--- config.mk ---
export PLATFORM = sky130hd
export DESIGN_NAME = rngcnt_top
export DESIGN_NICKNAME = d
export VERILOG_FILES = /design/src/rtl/rngcnt_pkg.sv /design/src/rtl/rngcnt_slice.sv /design/src/rtl/rngcnt_range_ctrl.sv /design/src/rtl/rngcnt_top.sv
export SDC_FILE = /design/constraint.sdc
export NUM_CORES = 1
export LEC_CHECK = 0
export BUFFER_PORTS_ARGS = -buffer_cell sky130_fd_sc_hd__buf_4
export CAP_MARGIN = 10
export CELL_PAD_IN_SITES_DETAIL_PLACEMENT = 2
export CELL_PAD_IN_SITES_GLOBAL_PLACEMENT = 2
export CORE_MARGIN = 2
export CORE_UTILIZATION = 25
export CTS_BUF_LIST = sky130_fd_sc_hd__clkbuf_2 sky130_fd_sc_hd__clkbuf_4 sky130_fd_sc_hd__clkbuf_8
export CTS_CLUSTER_DIAMETER = 200
export DETAILED_ROUTE_END_ITERATION = 10
export GPL_TIMING_DRIVEN = 0
export PLACE_DENSITY_LB_ADDON = 0.1
export SLEW_MARGIN = 20
export SYNTH_ARGS = -nofsm -noshare
export SYNTH_HDL_FRONTEND = slang
export SYNTH_HIERARCHICAL = 1
export SYNTH_SLANG_ARGS = --single-unit
--- constraint.sdc ---
create_clock -name clk -period 1.9 [get_ports clk]
set_input_delay 0.285 -clock clk [delete_from_list [all_inputs] [get_ports clk]]
set_output_delay 0.285 -clock clk [all_outputs]
set_load 0.01 [all_outputs]
--- src/rtl/rngcnt_pkg.sv ---
package rngcnt_pkg;
  localparam int SLICE_W = 4;

  // True when a slice value is the last state for the given direction.
  function automatic logic at_terminal(input logic [SLICE_W-1:0] v, input logic dir_up);
    return dir_up ? (&v) : ~(|v);
  endfunction
endpackage

--- src/rtl/rngcnt_slice.sv ---
module rngcnt_slice
  import rngcnt_pkg::*;
(
  input  logic               clk,
  input  logic               clr_n,
  input  logic               ld_n,
  input  logic               en_p,
  input  logic               en_t,
  input  logic               up,
  input  logic [SLICE_W-1:0] d,
  output logic [SLICE_W-1:0] q,
  output logic               rco_n
);
  always_ff @(posedge clk) begin
    if (!clr_n)             q <= '0;
    else if (!ld_n)         q <= d;
    else if (en_p && en_t)  q <= up ? q + 1'b1 : q - 1'b1;
  end

  assign rco_n = ~(en_t & at_terminal(q, up));

  assert_clear_R1: assert property (@(posedge clk) !clr_n |=> (q == '0));
  assert_load_R2: assert property (@(posedge clk) disable iff (!clr_n)
    !ld_n |=> (q == $past(d)));
  assert_hold_R3: assert property (@(posedge clk) disable iff (!clr_n)
    (ld_n && !(en_p && en_t)) |=> $stable(q));
endmodule

--- src/rtl/rngcnt_range_ctrl.sv ---
module rngcnt_range_ctrl #(
  parameter int W = 8
) (
  input  logic         clk,
  input  logic         clr_n,
  input  logic         ld_n,
  input  logic         en_p,
  input  logic         en_t,
  input  logic         range_en,
  input  logic [W-1:0] end_val,
  input  logic [W-1:0] start_val,
  input  logic [W-1:0] ld_data,
  input  logic [W-1:0] q,
  output logic         ld_eff_n,
  output logic [W-1:0] load_val
);
  logic hit;

  // End detect drives the load combinationally: reload replaces the step.
  assign hit      = range_en & en_p & en_t & (q == end_val);
  assign ld_eff_n = ld_n & ~hit;
  assign load_val = ld_n ? start_val : ld_data;

  assert_reload_R7: assert property (@(posedge clk) disable iff (!clr_n)
    (ld_n && range_en && en_p && en_t && q == end_val) |=> (q == $past(start_val)));
endmodule

--- src/rtl/rngcnt_top.sv ---
module rngcnt_top
  import rngcnt_pkg::*;
#(
  parameter int NSLICE = 2,
  localparam int W = NSLICE * SLICE_W
) (
  input  logic         clk,
  input  logic         clr_n,
  input  logic         ld_n,
  input  logic         en_p,
  input  logic         en_t,
  input  logic         up,
  input  logic         range_en,
  input  logic [W-1:0] end_val,
  input  logic [W-1:0] start_val,
  input  logic [W-1:0] ld_data,
  output logic [W-1:0] q,
  output logic         rco_n
);
  logic              ld_eff_n;
  logic [W-1:0]      load_val;
  logic [NSLICE:0]   t_chain;
  logic [NSLICE-1:0] rco_s;

  assign t_chain[0] = en_t;

  rngcnt_range_ctrl #(.W(W)) u_ctrl (
    .clk(clk), .clr_n(clr_n), .ld_n(ld_n), .en_p(en_p), .en_t(en_t),
    .range_en(range_en), .end_val(end_val), .start_val(start_val),
    .ld_data(ld_data), .q(q), .ld_eff_n(ld_eff_n), .load_val(load_val)
  );

  for (genvar i = 0; i < NSLICE; i++) begin : g_slice
    rngcnt_slice u_slice (
      .clk(clk), .clr_n(clr_n), .ld_n(ld_eff_n), .en_p(en_p),
      .en_t(t_chain[i]), .up(up),
      .d(load_val[i*SLICE_W +: SLICE_W]),
      .q(q[i*SLICE_W +: SLICE_W]),
      .rco_n(rco_s[i])
    );
    assign t_chain[i+1] = ~rco_s[i];

    if (i > 0) begin : g_casc_chk
      assert_cascade_R8: assert property (@(posedge clk) disable iff (!clr_n)
        (ld_eff_n && rco_s[i-1]) |=> $stable(q[i*SLICE_W +: SLICE_W]));
    end
  end

  assign rco_n = rco_s[NSLICE-1];
endmodule

==> results of run 1 <==
worst max-delay path: cells and delay by family, from the launching register on:
kind | cells | cell delay [ns]
and+or+nand+nor | 2 | 0.63
DFF | 1 | 0.35
buffers and inverters | 2 | 0.22
AOI/OAI and AO/OA | 2 | 0.16
power by group through the flow:
stage / Clock (mW) / Combinational, mW / Sequential [mW]
detailed placement: 0 / 0.229 / 0.217
CTS: 0.131 / 0.236 / 0.215
global placement: 0 / 0.223 / 0.216
finish: 0.125 / 0.250 / 0.210
floorplan: 0 / 0.122 / 0.214
global route: 0.147 / 0.283 / 0.214
placed cells by master, fill, tap and decap left out, types with 3 or more instances in the layout:
cell      count
nand4_1       6
mux2_2        8
a21oi_1       6
xnor2_1       8
clkbuf_4      3
nand2_1       3
buf_4        45
buf_2         3
nor2_1        8
ha_1          4
inv_1         4
dfxtp_1       5
nand3_1       5
xor2_1        6
cells by family after synthesis:
family / count (synthesis)
mux: 8
buf+inv: 8
flops: 8
fa+ha+maj: 6
simple gates: 31
compound gates: 21
xor+xnor: 14
worst max path at each step:
| stage | start | end | slack, ns | cells after the start |
|---|---|---|---|---|
| after CTS | g_slice[0].u_slice/q[0] | rco_n | 0.02 | 6 |
| final | g_slice[0].u_slice/q[0] | rco_n | 0.03 | 6 |
| after floorplan | g_slice[0].u_slice/q[0] | g_slice[1].u_slice/q[0] | 0.21 | 7 |
| after global routing | g_slice[0].u_slice/q[0] | rco_n | -0.07 | 6 |
| after global placement | g_slice[0].u_slice/q[0] | g_slice[1].u_slice/q[0] | 0.04 | 7 |
| after detailed placement | g_slice[0].u_slice/q[0] | g_slice[1].u_slice/q[0] | -0.02 | 7 |
cell type report:
class	count	area share, %
timing repair buffer	45	27.49
multi-input combinational	80	49.69
buffer	3	1.222
sequential	8	13.75
clock buffer	3	1.833
tap	44	4.481
inverter	5	1.527
per-layer routing:
| layer | GRT usage [%] | wire length [um] | vias up |
|---|---|---|---|
| li1 | - | - | 451 |
| met3 | 1.279 | 123 | 2 |
| met1 | 22.16 | 1300 | 426 |
| met5 | 0 | 0 | - |
| met4 | 4.658 | 19 | 0 |
| met2 | 27.02 | 1295 | 28 |
metrics by stage:
stage / total power [mW] / instances / hold slack [ns] / setup slack [ns]
4_1_cts: 0.5811 / 183 / 0.3656 / 0.01825
2_1_floorplan: 0.3357 / 96 / 0.4563 / 0.2106
6_report: 0.5853 / 188 / 0.3671 / 0.02563
3_3_place_gp: 0.4384 / 178 / 0.6046 / 0.03535
3_5_place_dp: 0.4462 / 178 / 0.6226 / -0.01727
5_1_grt: 0.6437 / 188 / 0.3733 / -0.06577
timing repair:
action / 4_1_cts / 5_1_grt
buffers inserted: 2 / 5
setup endpoints to repair: 2 / 3
gates resized for setup: 4 / 4
pin swaps: 0 / 4
hold buffers: 0 / 0
==> run metrics, run 1 <==
WL/cell=14.57 um; n_diodes=0; total internal power=396.9 uW; largest family of logic cells by synthesized area=simple AND/OR/NAND/NOR gates; setup TNS=0 ns; vias in the first global route=997; via count=907; Die X-Extent=60.51 um; antenna violations before repair=0; crit path time final=1.874 ns; Max FO, Critical Path=4; Finished Cell Area=1229 sq um; Post-Syn Nets=133; Post-synth EDFFs=0; Worst Reg-to-Reg Cells=8; area occupied by registers=168.9 sq um; Synth area leader=dfxtp_1; Post-Synth Simple-Gate Area=20.06%; pwr dens=476.4 nW/um^2; Worst-Margin Slew=0.3341 ns; f_max=533.5 MHz; grt ovf=0; Async S/R FF share, synth=0%; Post-Route Skew=0.001888 ns; post-synthesis compound-gate area fraction=17.71%; WP data arrival=1.59 ns; RSZ-0062 raised after global routing=yes; power share of the sequential group=35.8%; drt initial violations=14; Synth Warn #=6; Finished Core Util=40.25%; Syn-to-layout area delta=53.92%; ys flop type=dfxtp_1; Post-DRT Antenna Nets=0; status=complete, no violations; CTS Sinks=8; Cells after Synth=96; Multi-input gate area=610.6 sq um; Adder-Cell Fraction of Synth Area=11.29%; DRT Pass-1 Iters=2; final period utilization=98.65%; layout cells sized above 1=45.14%; Mean Syn Cell Area=8.315 sq um; number of flip-flops in the largest register=8; combinational power share=42.8%; Req. time, crit path=1.62 ns; CP max-delay cell=or4_1; Max Cap Viol=0; min-delay src=clr_n; total track usage=16.09%; NetSw=188.4 uW; Worst Hold Class=in -> reg; Clk network pwr share=21.4%; r2r setup slk=0.09 ns; IO Count=40; Hold EP=g_slice[1].u_slice/q[2]; top cell type's share of synthesized area=20.06%; worst reg2reg path startpoint=g_slice[0].u_slice/q[0]; VDD IR-drop max=315.7 uV; Post-Syn Area=798.3 sq um; Clock Latency Late Sink=0.24 ns; vias per cell=4.824; post-synthesis cell type count=25; Clock transition at path regs=0.05 ns; core area=3053 sq um; final WL=2.739 mm; Final Max Slew Viols=0; slowest stage delay, CP=0.51 ns; Hold Path Stages=3; DRC Markers=0; Reg with most FFs=g_slice.u_slice/q; worst setup path class=reg -> out; dpl cell area=1139 sq um; CTS Buffer Depth=2; Hold Violations, Final=0; headroom to the max-slew limit=77.70%; Final Setup Violations=0; RD Place Congestion=0.7915; Largest regs=g_slice.u_slice/q: 8 flops; Synth area leaders=dfxtp_1 20%, mux2_2 11%, xnor2_1 8.8%; wire length of the first global-routing pass=4.512 mm; #FFs+latches synth=8; fillers=368; part of the Yosys area used for sequential elements=20.06%; Cell Chain, Critical Path=or4_1 -> nor2_1 -> o21ai_1 -> inv_2 -> o21ai_2 -> buf_4; pin count of the biggest net entering global routing=10; multiplexer area fraction after synthesis=11.29%; Post-Synth XOR/XNOR Area=15.36%; die area=3661 sq um; crit end category=primary output; critical path startpoint category=flip-flop; std cell rows=20; Switching Fraction=32.19%; leakage=0.5617 nW; most frequent cells after synthesis=8 x dfxtp_1, 8 x mux2_2, 8 x nor2_1, 8 x xnor2_1; # nets final=183; H-tree Lvls=1; port buffer count=38; Initial Util=26.15%; Root Buffer=clkbuf_4; TritonCTS buffer count=3; CTS tree=done; r2r endpoint=g_slice[1].u_slice/q[0]; hpwl dp=2.143 mm; die extent in y=60.51 um
Note: power is estimated with default switching activity, not from simulation.
==> inputs of run 2 (changes only) <==
--- a/config.mk
+++ b/config.mk
@@ -9,6 +9,7 @@
 export CAP_MARGIN = 10
 export CELL_PAD_IN_SITES_DETAIL_PLACEMENT = 2
 export CELL_PAD_IN_SITES_GLOBAL_PLACEMENT = 2
+export CORE_ASPECT_RATIO = 1.2
 export CORE_MARGIN = 2
 export CORE_UTILIZATION = 25
 export CTS_BUF_LIST = sky130_fd_sc_hd__clkbuf_2 sky130_fd_sc_hd__clkbuf_4 sky130_fd_sc_hd__clkbuf_8
==> run 2 against run 1 <==
Via count shrank 0.55%. Clock power grew 4%. Count of clock-buffer cells in the layout unchanged. Sequential power about the same. Final area fell by 0.92%. Non-clock buffer count fell by 3. Largest power group unchanged. First-iteration DRC count down 64%. Die area barely moved. Register-to-register slack got worse by 0.05 ns. Worst setup slack lost 0.023 ns. Global-route usage is 0.19 points lower. Largest cell class unchanged.
==> run metrics, run 2 (synthesized netlist as in run 1, its figures left out) <==
worst reg2reg path startpoint=g_slice[0].u_slice/q[0]; TritonCTS buffer count=3; dpl cell area=1129 sq um; n_diodes=0; r2r endpoint=g_slice[1].u_slice/q[3]; Max Cap Viol=0; pre-CTS setup slack=-0.02769 ns; IO Count=40; Max FO, Critical Path=5; WP data arrival=1.61 ns; critical path startpoint category=flip-flop; DRC Markers=0; worst setup path class=reg -> out; port buffer count=38; Largest regs=g_slice.u_slice/q: 8 flops; wire length of the first global-routing pass=4.485 mm; setup TNS=0 ns; Root Buffer=clkbuf_4; CP max-delay cell=or4_4; most frequent cells in the layout=42 x buf_4, 8 x mux2_2, 8 x xnor2_1, 7 x nor2_1; CTS Sinks=8; final WL=2.795 mm; min-delay src=clr_n; Hold Slack=0.3549 ns; crit path time final=1.898 ns; H-tree Lvls=1; r2r setup slk=0.04 ns; Multi-input gate area=631.9 sq um; number of flip-flops in the largest register=8; final period utilization=99.87%; vias per cell=5.096; Syn-to-layout area delta=52.51%; core area=3055 sq um; Hold EP=g_slice[0].u_slice/q[2]; Cell Chain, Critical Path=or4_4 -> nor2_4 -> o21ai_2 -> inv_2 -> o21ai_2 -> buf_4; Worst-Margin Slew=0.3079 ns; Worst Hold Class=in -> reg; most frequent CP cell=o21ai_2; grt ovf=0; Hold Violations, Final=0; CTS Buffer Depth=2; fillers=376; die extent in y=65.90 um; WL/cell=15.79 um; f_max=527.0 MHz; Die X-Extent=55.59 um; Hold Path Stages=3; RD Place Congestion=0.7508; die area=3663 sq um; Finished Cell Area=1217 sq um; Reg with most FFs=g_slice.u_slice/q; VDD IR-drop max=377.2 uV; vias in the first global route=962; hpwl dp=2.225 mm; pwr dens=488.4 nW/um^2; pin count of the biggest net entering global routing=10; CTS tree=done; Clock transition at path regs=0.05 ns; Post-DRT Antenna Nets=0; std cell rows=22; Final Setup Violations=0; leakage=0.5486 nW; slowest stage delay, CP=0.55 ns; Final Max Slew Viols=0; crit end category=primary output; commonest non-fill, non-tap cell in the layout=buf_4; headroom to the max-slew limit=79.45%; # nets final=180; Worst Reg-to-Reg Cells=8; total track usage=15.90%; DRT Pass-1 Iters=4; layout cells sized above 1=46.81%; slack of the critical path=0.002471 ns; Post-Route Skew=0.002419 ns; antenna violations before repair=0; Initial Util=26.13%; area occupied by registers=168.9 sq um; Clock Latency Late Sink=0.25 ns; status=complete, no violations; RSZ-0062 raised after global routing=yes; Req. time, crit path=1.62 ns; drt initial violations=5; via count=902
==> run 2: what timing repair did <==
action                                  CTS  global route
pin swaps                                 0             3
setup buffers                             1             3
endpoints found under the setup margin    3             4
hold buffers                              0             0
gates resized for setup                   5             8
==> run 2: worst max path at each step <==
stage / start / to / slack (ns) / cells past startpoint
4_1_cts: g_slice[0].u_slice/q[0] / rco_n / 0.009 / 6
2_1_floorplan: g_slice[0].u_slice/q[0] / g_slice[1].u_slice/q[0] / 0.21 / 7
5_1_grt: g_slice[0].u_slice/q[0] / rco_n / -0.06 / 6
3_5_place_dp: g_slice[0].u_slice/q[0] / g_slice[1].u_slice/q[0] / -0.03 / 7
3_3_place_gp: g_slice[0].u_slice/q[0] / g_slice[1].u_slice/q[0] / 0.05 / 7
6_report: g_slice[0].u_slice/q[0] / rco_n / 0.002 / 6
==> run 2: area by class of cell <==
class                           instances  area share, %
Multi-Input combinational cell         80          51.90
Timing Repair Buffer                   42          25.90
Inverter                                5          1.542
Clock buffer                            3          1.850
Sequential cell                         8          13.87
Tap cell                               36          3.700
Buffer                                  3          1.233
==> run 2: worst max-delay path, delay by kind of cell, from the launching register on <==
family	cells	cell delay, ns
simple gates	2	0.68
flops	1	0.36
compound gates	2	0.11
buf+inv	2	0.22
==> run 2: power breakdown <==
group          total (mW)  switching (mW)  internal, mW  leakage (nW)
clock network       0.130          0.0573        0.0722        0.0138
registers           0.210          0.0283         0.182        0.0679
logic               0.255           0.112         0.143         0.467
==> run 2: metal layers <==
layer,GRT usage [%],wire length [um],up-vias
met5,0,0,-
met4,3.963,25,0
met3,4.305,89,2
met2,31.40,1590,15
met1,16.41,1090,441
li1,-,-,444
==> run 2: stage by stage <==
step	utilization, %	std cells	total power [mW]
floorplan	-	96	0.3357
global placement	36.94	170	0.4382
detailed placement	36.94	170	0.4480
CTS	38.12	174	0.5863
global route	39.84	177	0.6449
finish	39.84	177	0.5946
==> inputs of run 3 (changes only) <==
--- a/config.mk
+++ b/config.mk
@@ -10,8 +10,7 @@
 export CELL_PAD_IN_SITES_DETAIL_PLACEMENT = 2
 export CELL_PAD_IN_SITES_GLOBAL_PLACEMENT = 2
 export CORE_ASPECT_RATIO = 1.2
-export CORE_MARGIN = 2
-export CORE_UTILIZATION = 25
+export CORE_UTILIZATION = 27
 export CTS_BUF_LIST = sky130_fd_sc_hd__clkbuf_2 sky130_fd_sc_hd__clkbuf_4 sky130_fd_sc_hd__clkbuf_8
 export CTS_CLUSTER_DIAMETER = 200
 export DETAILED_ROUTE_END_ITERATION = 10
==> constraint.sdc (replaced) <==
create_clock -name clk -period 2.3 [get_ports clk]
set_input_delay 0.345 -clock clk [delete_from_list [all_inputs] [get_ports clk]]
set_output_delay 0.345 -clock clk [all_outputs]
set_load 0.01 [all_outputs]
==> run 3 against run 2 <==
Critical path depth unchanged. Critical path type unchanged. Hold slack better by 0.057 ns. Largest cell class unchanged. Die area shrank 13%.
==> run metrics, run 3 (synthesized netlist as in run 1, its figures left out) <==
pwr dens=413.3 nW/um^2; number of flip-flops in the largest register=8; hpwl dp=2.091 mm; Max Cap Viol=0; leakage=0.5255 nW; Worst Reg-to-Reg Cells=7; Clock Latency Late Sink=0.26 ns; Worst-Margin Slew=0.3250 ns; Finished Core Util=40.85%; pin count of the biggest net entering global routing=10; WP data arrival=1.75 ns; grt ovf=0; core area=2811 sq um; r2r endpoint=g_slice[1].u_slice/q[0]; CTS tree=done; # nets final=176; headroom to the max-slew limit=78.30%; total track usage=17.90%; Reg with most FFs=g_slice.u_slice/q; RSZ-0062 raised after global routing=no; n_diodes=0; Final Max Slew Viols=0; std cell rows=21; origin of the worst setup path=g_slice[0].u_slice/q[0]; layout cells sized above 1=37.96%; Post-DRT Antenna Nets=0; Final Setup Violations=0; Hold Violations, Final=0; worst setup path class=reg -> out; final period utilization=90.87%; most frequent cells in the layout=38 x buf_4, 8 x nor2_1, 8 x dfxtp_1, 8 x mux2_2, 8 x xnor2_1; die extent in y=61.57 um; post-CTS sizing=0; via count=872; final WL=2.468 mm; DRC Markers=0; status=complete, no violations; DRT Pass-1 Iters=3; cts hold-fix bufs=0; die area=3179 sq um; Root Buffer=clkbuf_4; Post-CTS Setup Repair Bufs=0; crit end category=primary output; Max FO, Critical Path=7; vias in the first global route=915; critical path startpoint category=flip-flop; TritonCTS buffer count=3; commonest non-fill, non-tap cell in the layout=buf_4; vias per cell=5.099; CTS Sinks=8; Post-Route Skew=0.004454 ns; Initial Util=28.39%; crit path time final=2.090 ns; RD Place Congestion=0.7761; worst setup path endpoint=rco_n; IO Count=40; VDD IR-drop max=212.8 uV; antenna violations before repair=0; WL/cell=14.43 um; Worst Hold Class=in -> reg; wire length of the first global-routing pass=4.084 mm; f_max=478.5 MHz; Syn-to-layout area delta=43.89%; r2r setup slk=0.45 ns; Die X-Extent=51.64 um; worst reg2reg path startpoint=g_slice[0].u_slice/q[0]; H-tree Lvls=1; setup TNS=0 ns; port buffer count=38; Clock transition at path regs=0.06 ns; Req. time, crit path=1.96 ns; CTS Buffer Depth=2; Largest regs=g_slice.u_slice/q: 8 flops; drt initial violations=5
==> run 3: worst min path at each step <==
stage                                  from                      end  slack, ns  cells after the start
global placement    g_slice[1].u_slice/q[1]  g_slice[1].u_slice/q[1]       0.61                      2
floorplan                             clr_n  g_slice[0].u_slice/q[2]       0.52                      2
detailed placement  g_slice[1].u_slice/q[1]  g_slice[1].u_slice/q[1]       0.61                      2
global route                          clr_n  g_slice[1].u_slice/q[3]       0.41                      3
finish                                clr_n  g_slice[0].u_slice/q[3]       0.41                      3
CTS                                   clr_n  g_slice[1].u_slice/q[3]       0.40                      3
==> run 3: routing by layer <==
layer	up-vias	wire length, um	track usage (%)
met3	6	86	5.185
met2	17	1393	35.44
met1	414	948	17.75
met5	-	0	0
met4	0	40	5.792
li1	435	-	-
==> run 3: worst max-delay path, stage by stage (launching register included) <==
cell	delay, ns
dfxtp_1	0.40
or4_1	0.52
nor2_1	0.10
o21ai_1	0.07
inv_1	0.14
o21ai_1	0.09
buf_4	0.15
==> run 3: final cells by class <==
class	instances	area (sq um)
buffer	3	15.01
clock buffer	3	22.52
fill	331	1663
inverter	5	18.77
multi-input combinational	80	604.3
sequential	8	160.2
tap	34	42.54
timing repair buffer	38	285.3
==> run 3: stage by stage <==
| stage | instances | hold slack (ns) | setup WS (ns) | instance area, sq um | total power, mW |
|---|---|---|---|---|---|
| 6_report | 171 | 0.4118 | 0.2100 | 1149 | 0.4748 |
| 3_3_place_gp | 168 | 0.6056 | 0.4619 | 1126 | 0.3609 |
| 3_5_place_dp | 168 | 0.6123 | 0.4235 | 1126 | 0.3673 |
| 5_1_grt | 171 | 0.4081 | 0.07650 | 1149 | 0.5103 |
| 2_1_floorplan | 96 | 0.5163 | 0.6106 | 798.3 | 0.2773 |
| 4_1_cts | 171 | 0.4035 | 0.1680 | 1149 | 0.4840 |
==> run 3: power by group <==
| group | switching [mW] | leakage [nW] | total [mW] | internal [mW] |
|---|---|---|---|---|
| Sequential | 0.0248 | 0.0664 | 0.175 | 0.150 |
| Clock | 0.0538 | 0.0138 | 0.114 | 0.0601 |
| Combinational | 0.0797 | 0.445 | 0.186 | 0.106 |
